==> config.mk <==
export PLATFORM = sky130hd
export DESIGN_NAME = br_resolve
export DESIGN_NICKNAME = d
export VERILOG_FILES = /design/src/rtl/br_resolve_pkg.sv /design/src/rtl/br_field_dec.sv /design/src/rtl/br_cond_eval.sv /design/src/rtl/br_addr_gen.sv /design/src/rtl/br_resolve.sv
export SDC_FILE = /design/constraint.sdc
export NUM_CORES = 1
export LEC_CHECK = 0
export BUFFER_PORTS_ARGS = -buffer_cell sky130_fd_sc_hd__buf_2
export CORE_UTILIZATION = 30
export DETAILED_ROUTE_END_ITERATION = 12
export SLEW_MARGIN = 40
export SYNTH_ARGS = -nofsm -noshare
export SYNTH_HDL_FRONTEND = slang
export SYNTH_HIERARCHICAL = 1
export SYNTH_SLANG_ARGS = --single-unit
==> constraint.sdc <==
create_clock -name clk -period 5.11 [get_ports clk]
set_input_delay 1.533 -clock clk [delete_from_list [all_inputs] [get_ports clk]]
set_output_delay 1.533 -clock clk [all_outputs]
set_load 0.01 [all_outputs]
==> src/rtl/br_resolve_pkg.sv <==
package br_resolve_pkg;
  localparam int XLEN  = 64;
  localparam int ILEN  = 32;
  localparam int OFFW  = 13;
  localparam logic [6:0] OPC_BRANCH = 7'b1100011;

  typedef enum logic [2:0] {
    CC_EQ  = 3'b000,
    CC_NE  = 3'b001,
    CC_R2  = 3'b010,
    CC_R3  = 3'b011,
    CC_LT  = 3'b100,
    CC_GE  = 3'b101,
    CC_LTU = 3'b110,
    CC_GEU = 3'b111
  } cond_e;

  typedef struct packed {
    logic          is_br;
    cond_e         cond;
    logic [OFFW-1:0] disp;
  } dec_t;
endpackage

==> src/rtl/br_field_dec.sv <==
module br_field_dec
  import br_resolve_pkg::*;
#(
  parameter int IW = ILEN,
  parameter int DW = OFFW
) (
  input  logic [IW-1:0] insn,
  output dec_t          dec
);
  always_comb begin
    dec.is_br = (insn[6:0] == OPC_BRANCH);
    dec.cond  = cond_e'(insn[14:12]);
    dec.disp  = {insn[31], insn[7], insn[30:25], insn[11:8], 1'b0};
  end

  initial begin

    disp_width_chk: assert (DW == 13);
  end
endmodule

==> src/rtl/br_cond_eval.sv <==
module br_cond_eval
  import br_resolve_pkg::*;
#(
  parameter int W = XLEN
) (
  input  logic         is_br,
  input  cond_e        cond,
  input  logic [W-1:0] a,
  input  logic [W-1:0] b,
  output logic         take,
  output logic         bad
);
  logic eq, lts, ltu;
  always_comb begin
    eq  = (a == b);
    lts = ($signed(a) < $signed(b));
    ltu = (a < b);
    take = 1'b0;
    bad  = 1'b0;
    if (is_br) begin
      unique case (cond)
        CC_EQ:  take = eq;
        CC_NE:  take = !eq;
        CC_LT:  take = lts;
        CC_GE:  take = !lts;
        CC_LTU: take = ltu;
        CC_GEU: take = !ltu;
        default: bad = 1'b1;
      endcase
    end
  end
endmodule

==> src/rtl/br_addr_gen.sv <==
module br_addr_gen
  import br_resolve_pkg::*;
#(
  parameter int W  = XLEN,
  parameter int DW = OFFW,
  parameter int STEP = 4
) (
  input  logic [W-1:0]  pc,
  input  logic [DW-1:0] disp,
  output logic [W-1:0]  tgt,
  output logic [W-1:0]  seq
);
  logic [W-1:0] disp_x;
  always_comb begin
    disp_x = {{(W-DW){disp[DW-1]}}, disp};
    tgt = pc + disp_x;
    seq = pc + W'(STEP);
  end
endmodule

==> src/rtl/br_resolve.sv <==
module br_resolve
  import br_resolve_pkg::*;
#(
  parameter int W  = XLEN,
  parameter int IW = ILEN
) (
  input  logic          clk,
  input  logic          rst,
  input  logic          in_vld,
  input  logic [IW-1:0] in_insn,
  input  logic [W-1:0]  in_pc,
  input  logic [W-1:0]  in_a,
  input  logic [W-1:0]  in_b,
  output logic          res_vld,
  output logic          res_taken,
  output logic          res_bad,
  output logic [W-1:0]  res_tgt,
  output logic [W-1:0]  res_seq
);
  dec_t         dec;
  logic         take_c, bad_c;
  logic [W-1:0] tgt_c, seq_c;

  br_field_dec #(.IW(IW), .DW(OFFW)) u_dec (.insn(in_insn), .dec(dec));

  br_cond_eval #(.W(W)) u_eval (
    .is_br(dec.is_br), .cond(dec.cond), .a(in_a), .b(in_b),
    .take(take_c), .bad(bad_c));

  br_addr_gen #(.W(W), .DW(OFFW), .STEP(4)) u_addr (
    .pc(in_pc), .disp(dec.disp), .tgt(tgt_c), .seq(seq_c));

  always_ff @(posedge clk) begin
    if (rst) begin
      res_vld   <= 1'b0;
      res_taken <= 1'b0;
      res_bad   <= 1'b0;
      res_tgt   <= '0;
      res_seq   <= '0;
    end else begin
      res_vld <= in_vld;
      if (in_vld) begin
        res_taken <= take_c;
        res_bad   <= bad_c;
        res_tgt   <= tgt_c;
        res_seq   <= seq_c;
      end
    end
  end


  bad_never_taken_chk: assert property (@(posedge clk) disable iff (rst)
    !(res_bad && res_taken));

  vld_follow_chk: assert property (@(posedge clk) disable iff (rst)
    in_vld |=> res_vld);

  hold_chk: assert property (@(posedge clk) disable iff (rst)
    !in_vld |=> $stable(res_tgt) && $stable(res_taken) && $stable(res_seq));

  nonbr_quiet_chk: assert property (@(posedge clk) disable iff (rst)
    (in_vld && in_insn[6:0] != OPC_BRANCH) |=> (!res_taken && !res_bad));

  rsv_flag_chk: assert property (@(posedge clk) disable iff (rst)
    (in_vld && in_insn[6:0] == OPC_BRANCH && in_insn[14:13] == 2'b01) |=> res_bad);
endmodule

==> results of run 1 <==
[per-stage QoR]
stage	total power, mW	instance area (sq um)	worst slack (ps)	std cells
CTS	3.79	14200	763	2255
finish	3.75	14200	725	2257
global route	3.97	14200	373	2257
global placement	2.34	13500	371	2223
detailed placement	2.35	13500	326	2223
floorplan	1.96	11500	872	1422
[cell usage after synthesis (4+ instances only)]
| cell type | n | area share (%) |
|---|---|---|
| xnor2_1 | 83 | 6.3 |
| mux2i_1 | 130 | 11 |
| a21o_1 | 41 | 2.7 |
| inv_1 | 84 | 2.7 |
| nand2b_1 | 9 | 0.49 |
| a221o_1 | 4 | 0.35 |
| and3_1 | 21 | 1.1 |
| buf_2 | 16 | 0.70 |
| xor2_1 | 37 | 2.8 |
| a31oi_1 | 7 | 0.38 |
| o21bai_1 | 19 | 1.2 |
| a21oi_1 | 99 | 4.3 |
| dfxtp_1 | 131 | 23 |
| clkbuf_1 | 24 | 0.78 |
| nor2_1 | 183 | 6.0 |
| a221oi_1 | 6 | 0.46 |
| and4_1 | 6 | 0.46 |
| and2_1 | 9 | 0.49 |
| o211ai_1 | 6 | 0.39 |
| nor2b_1 | 4 | 0.22 |
| nand2_1 | 112 | 3.7 |
| nand4_1 | 42 | 2.3 |
| a211oi_1 | 8 | 0.52 |
| ha_1 | 128 | 14 |
| buf_4 | 23 | 1.5 |
| nand3_1 | 44 | 1.9 |
| nor3_1 | 18 | 0.78 |
| o21ai_1 | 8 | 0.35 |
| buf_6 | 10 | 0.98 |
| o21ai_0 | 39 | 1.7 |
| o21a_1 | 4 | 0.26 |
[worst max-delay path: stages]
cell      delay, ps
buf_2           470
buf_4           360
ha_1            370
a21oi_1         250
o21ai_0         210
a21o_1          230
a22oi_1         170
nand2_1         130
a221o_1         360
a211oi_1        260
a21oi_1          70
o311ai_1        100
mux2i_1         110
nor2_1          100
[path summary, 6_finish.rpt]
kind	startpoint	cells past startpoint	end
worst max-delay path	in_insn[31]	14	res_tgt[63]
worst min-delay path	res_tgt[62]	2	res_tgt[62]
worst max register to register	res_tgt[17]	2	res_tgt[17]
worst min register to register	res_tgt[62]	2	res_tgt[62]
[final cells by class]
type	count	share of cell area (%)
diodes	2	0.0352
clock buffers	21	3.31
clock inverters	11	1.39
inverters	84	2.22
multi-input cells	1133	56.9
flip-flops and latches	131	18.4
well taps	511	4.50
repair buffers	364	13.3
[state kept, by name, summed over array words and instances, names as in the netlist]
register   flops
res_bad        1
res_seq       64
res_taken      1
res_tgt       64
res_vld        1
[power by group through the flow]
stage | Clock (mW) | Combinational, mW | Sequential [mW]
after floorplan | 0 | 0.743 | 1.22
after global placement | 0 | 1.16 | 1.18
after detailed placement | 0 | 1.17 | 1.18
after CTS | 1.45 | 1.18 | 1.16
after global routing | 1.49 | 1.31 | 1.17
final | 1.41 | 1.18 | 1.16
[cells by family after synthesis]
logic type / after synthesis / synth area share, %
flip-flops: 131 / 22.8
other: 1 / 0.0326
buffers and inverters: 158 / 6.84
multiplexers: 130 / 11.3
AO/OA/AOI/OAI: 283 / 16.5
XOR/XNOR: 120 / 9.15
adder cells (fa/ha/maj): 129 / 14.1
AND/OR/NAND/NOR: 470 / 19.2
[per-layer routing]
layer	vias up	part of all wire [%]	wire (microns)	global-route usage, %
met5	-	0	0	0
met4	0	1.5	565	5.31
met3	25	5.0	1860	2.84
met2	297	46	16800	30.3
met1	5209	48	17700	25.6
li1	5657	-	-	-
==> results.py, run 1 <==
metrics = {
    "routing": {
        "wl_per_cell_microns": 16.4,
        "ant_nets": 0,
        "routed_wl_mm": 36.9,
        "drtIter0Drc": 595,
        "vias": 11188,
        "vias_per_cell": 4.96,
        "firstDrtPassIters": 5,
        "drc": 0,
    },
    "final_layout": {
        "ff_latch_area_sq_um": 2620,
        "fin_nets": 2087,
        "area_delta_synth_final_pct": 23.7,
        "multi_input_area_sq_um": 8090,
        "fill_cells": 4011,
        "final_util_pct": 37.8,
        "drive_gt1_share_pct": 24.4,
        "layout_common_cells": "buf_2, nor2_1, dfxtp_1",
        "layout_commonest_cell": "buf_2",
    },
    "power": {
        "power.density_nw_per_um2": 264,
        "p_switching_mw": 1.23,
        "p_leak_nw": 7.22,
        "p_sw_share_pct": 32.7,
        "pwr-share-comb_pct": 31.4,
        "p_seq_share_pct": 30.9,
        "p_int_mw": 2.52,
        "clockPowerShare_pct": 37.7,
        "ir_drop_v": 0.000224,
    },
    "worst_setup_path": {
        "r2r_slack_ps": 4450,
        "cp-start-kind": "input port",
        "critPathCaptureType": "flop",
        "critPathMaxFanout": 26,
        "critPathRequiredTime_ps": 5470,
        "worst-setup-path-type": "in2reg",
        "critPathArrivalTime_ps": 4750,
    },
    "die": {
        "rows": 71,
        "start_util_pct": 30.5,
        "die_y_microns": 198,
        "dieArea_sq_um": 39100,
        "core_sq_um": 37700,
        "fp.dieW_microns": 198,
        "ios": 358,
    },
    "sta": {
        "tightest_slew_ps": 814,
        "relSlewSlack_pct": 45.7,
        "rsz0062_at_grt": "no",
        "hold_viol": 0,
        "maxSlewViolCount": 0,
        "tns_ps": 0,
        "min_period_ps": 4380,
        "period_share_pct": 85.8,
        "whs_ps": 487,
        "fmax_mhz": 228,
        "finalSetupViolCount": 0,
        "worst_clock_skew_ps": 0,
    },
    "placement": {
        "dpl.hpwl_mm": 30.0,
        "place_congestion": 0.926,
        "portBuffers": 347,
    },
    "min_path": {
        "worstHoldPathType": "reg2reg",
    },
    "yosys": {
        "ys.flop_type": "dfxtp_1",
        "syn_avg_cell_area_sq_um": 8.08,
        "yosysWarnings": 6,
        "netlist_area_sq_um": 11500,
        "synth-edff-count": 0,
        "synth-async-reset-ratio_pct": 0,
        "synth-seq-cells": 131,
        "yosysSeqAreaShare_pct": 22.8,
        "synthCells": 1422,
        "syn_nets": 1778,
        "ys_types": 79,
    },
    "clock_tree": {
        "path_clk_slew_ps": 60,
        "ctsResizeCount": 0,
        "holdBufCountCts": 0,
        "cts_buffers": 17,
        "clkLatencyLatePin_ps": 420,
        "tritoncts": "done",
        "postCtsSetupRepairBufs": 0,
        "numClockSinks": 131,
        "cts_root_buf": "clkbuf_16",
        "cts_max_path_buffers": 2,
        "cts.htree.levels": 4,
    },
    "global_route": {
        "grt_overflow": 0,
        "antenna_found_initial": 2,
        "grt_pass1_wl_mm": 57.4,
        "grt_usage_pct": 18.7,
        "grt_start_max_net_pins": 63,
        "grt_pass1_vias": 10647,
    },
    "job": {
        "drv_cap": 0,
    },
    "outcome": {
        "run_status": "finished, final reports clean",
    },
}
No activity file was read; power rests on OpenSTA's default activity.
==> run 2: changes to the inputs <==
CAP_MARGIN = 25   (was unset)
CTS_CLUSTER_DIAMETER = 80   (was unset)
clock period = 4.3 ns   (was 5.11 ns; I/O delays follow)
==> run 2 against run 1 <==
Sequential cell count did not move. Final cell count increased by 1.4%. Setup slack worse by 260 ps. First-iteration DRC count is 9.7% lower. Via count down 0.25%. Non-clock buffer count grew 34. Critical path depth fell by 1. Utilization increased by 0.56 points. Combinational power grew 23%. Highest routed layer unchanged. Sequential power rose by 19%. Die area unchanged. Final area increased by 1.5%.
==> results.py, run 2 (synthesis gave the netlist of run 1 again) <==
metrics = {
    "outcome": {
        "run_status": "finished, final reports clean",
    },
    "worst_setup_path": {
        "critPathCaptureType": "flop",
        "critPathArrivalTime_ps": 4140,
        "crit_chain": "buf_2 -> fa_1 -> a211oi_1 -> o211ai_1 -> a221oi_2 -> o21ai_2 -> a21oi_2 -> o211ai_1 -> a31o_2 -> a21oi_1 -> xnor2_1 -> mux2i_1 -> nor2_1",
        "critPathMaxFanout": 3,
        "cp_top_family": "compound AO/OA/AOI/OAI gates",
        "path_common_cell": "o211ai_1",
        "slowest_delay_ps": 510,
        "cp-start-kind": "input port",
        "worst-setup-path-type": "in2reg",
        "critPathRequiredTime_ps": 4610,
        "crit_buf_inv": 1,
        "critical_path.slowest_cell": "fa_1",
    },
    "job": {
        "drv_cap": 0,
    },
    "clock_tree": {
        "tritoncts": "done",
        "cts.htree.levels": 4,
        "numClockSinks": 131,
        "cts_buffers": 17,
        "holdBufCountCts": 0,
        "path_clk_slew_ps": 60,
        "ctsResizeCount": 0,
        "clkLatencyLatePin_ps": 430,
        "cts_max_path_buffers": 2,
        "postCtsSetupRepairBufs": 0,
        "cts_root_buf": "clkbuf_16",
    },
    "placement": {
        "dp_cells": 2257,
        "portBuffers": 347,
        "pre_cts_ws_ps": 40.3,
        "place_congestion": 0.909,
        "dpl.hpwl_mm": 30.5,
    },
    "sta": {
        "min_period_ps": 3840,
        "period_share_pct": 89.3,
        "finalSetupViolCount": 0,
        "worst_clock_skew_ps": 0,
        "maxSlewViolCount": 0,
        "tightest_slew_ps": 636,
        "rsz0062_at_grt": "no",
        "fmax_mhz": 260,
        "whs_ps": 487,
        "relSlewSlack_pct": 57.3,
        "setup_ws_ps": 461,
        "hold_viol": 0,
        "tns_ps": 0,
    },
    "global_route": {
        "antenna_found_initial": 0,
        "grt_start_max_net_pins": 90,
        "grt_overflow": 0,
        "grt_pass1_vias": 10774,
        "grt_pass1_wl_mm": 57.7,
        "grt_usage_pct": 18.8,
    },
    "power": {
        "p_leak_nw": 7.36,
        "p_switching_mw": 1.49,
        "ir_drop_v": 0.000301,
        "power.density_nw_per_um2": 298,
        "pwr-share-comb_pct": 33.6,
        "p_seq_share_pct": 32.0,
        "clockPowerShare_pct": 34.4,
        "p_sw_share_pct": 34.7,
        "p_int_mw": 2.81,
    },
    "final_layout": {
        "drive_gt1_share_pct": 25.9,
        "instances_no_fill": 2289,
        "layout_common_cells": "buf_2, nor2_1, dfxtp_1",
        "final_util_pct": 38.3,
        "diodes": 0,
        "multi_input_area_sq_um": 8080,
        "layout_commonest_cell": "buf_2",
        "area_delta_synth_final_pct": 25.6,
        "ff_latch_area_sq_um": 2620,
        "fin_nets": 2121,
        "largest_registers": "res_seq (64), res_tgt (64)",
        "fill_cells": 3962,
    },
    "die": {
        "fp.dieW_microns": 198,
        "ios": 358,
        "start_util_pct": 30.5,
        "rows": 71,
        "dieArea_sq_um": 39100,
        "die_y_microns": 198,
        "core_sq_um": 37700,
    },
    "routing": {
        "wl_per_cell_microns": 16.2,
        "routed_wl_mm": 37.0,
        "vias": 11160,
        "drc": 0,
        "drtIter0Drc": 537,
        "firstDrtPassIters": 5,
        "ant_nets": 0,
        "vias_per_cell": 4.88,
    },
    "min_path": {
        "worstHoldPathType": "reg2reg",
    },
}
==> run 2: cell types whose count changed in the layout (fill, tap and decap cells not counted), moves of 2 or more <==
cell	previous run	this run
buf_12	1	5
buf_4	17	47
bufinv_16	5	2
clkbuf_8	3	0
clkinv_2	1	4
clkinvlp_4	1	3
diode_2	2	0
inv_6	2	5
==> run 2: area by class of cell <==
class | instances | share of cell area [%]
multi-input cells | 1133 | 56.0
flip-flops and latches | 131 | 18.2
repair buffers | 398 | 15.2
well taps | 511 | 4.43
clock buffers | 17 | 2.95
inverters | 84 | 2.18
clock inverters | 15 | 1.07
==> run 2: final timing paths <==
check | to | slack [ps] | cells past startpoint | startpoint
min reg2reg | res_tgt[6] | 490 | 2 | res_tgt[6]
max | res_tgt[54] | 460 | 13 | in_pc[1]
min | res_tgt[6] | 490 | 2 | res_tgt[6]
max reg2reg | res_tgt[23] | 3670 | 2 | res_tgt[23]
==> run 2: metrics by stage <==
stage	area (sq um)	total power, mW
3_3_place_gp	13900	2.83
6_report	14400	4.31
5_1_grt	14400	4.59
3_5_place_dp	13900	2.84
4_1_cts	14400	4.37
2_1_floorplan	11500	2.33
==> run 2: worst min-delay path, delay by kind of cell, from the launching register on <==
family | cells | cell delay (ps)
mux | 1 | 60
simple gates | 1 | 70
flops | 1 | 320
==> run 2: layer usage <==
layer  GRT usage, %  part of all wire (%)
met4           4.59                   1.5
met1           25.1                    48
met2           31.0                    46
met5              0                     0
met3           3.37                   4.2
==> run 2: power by group through the flow <==
stage	Combinational, mW	Sequential, mW	Clock, mW
6_report	1.45	1.38	1.48
5_1_grt	1.61	1.39	1.59
4_1_cts	1.45	1.38	1.54
3_5_place_dp	1.44	1.40	0
3_3_place_gp	1.43	1.40	0
2_1_floorplan	0.884	1.45	0
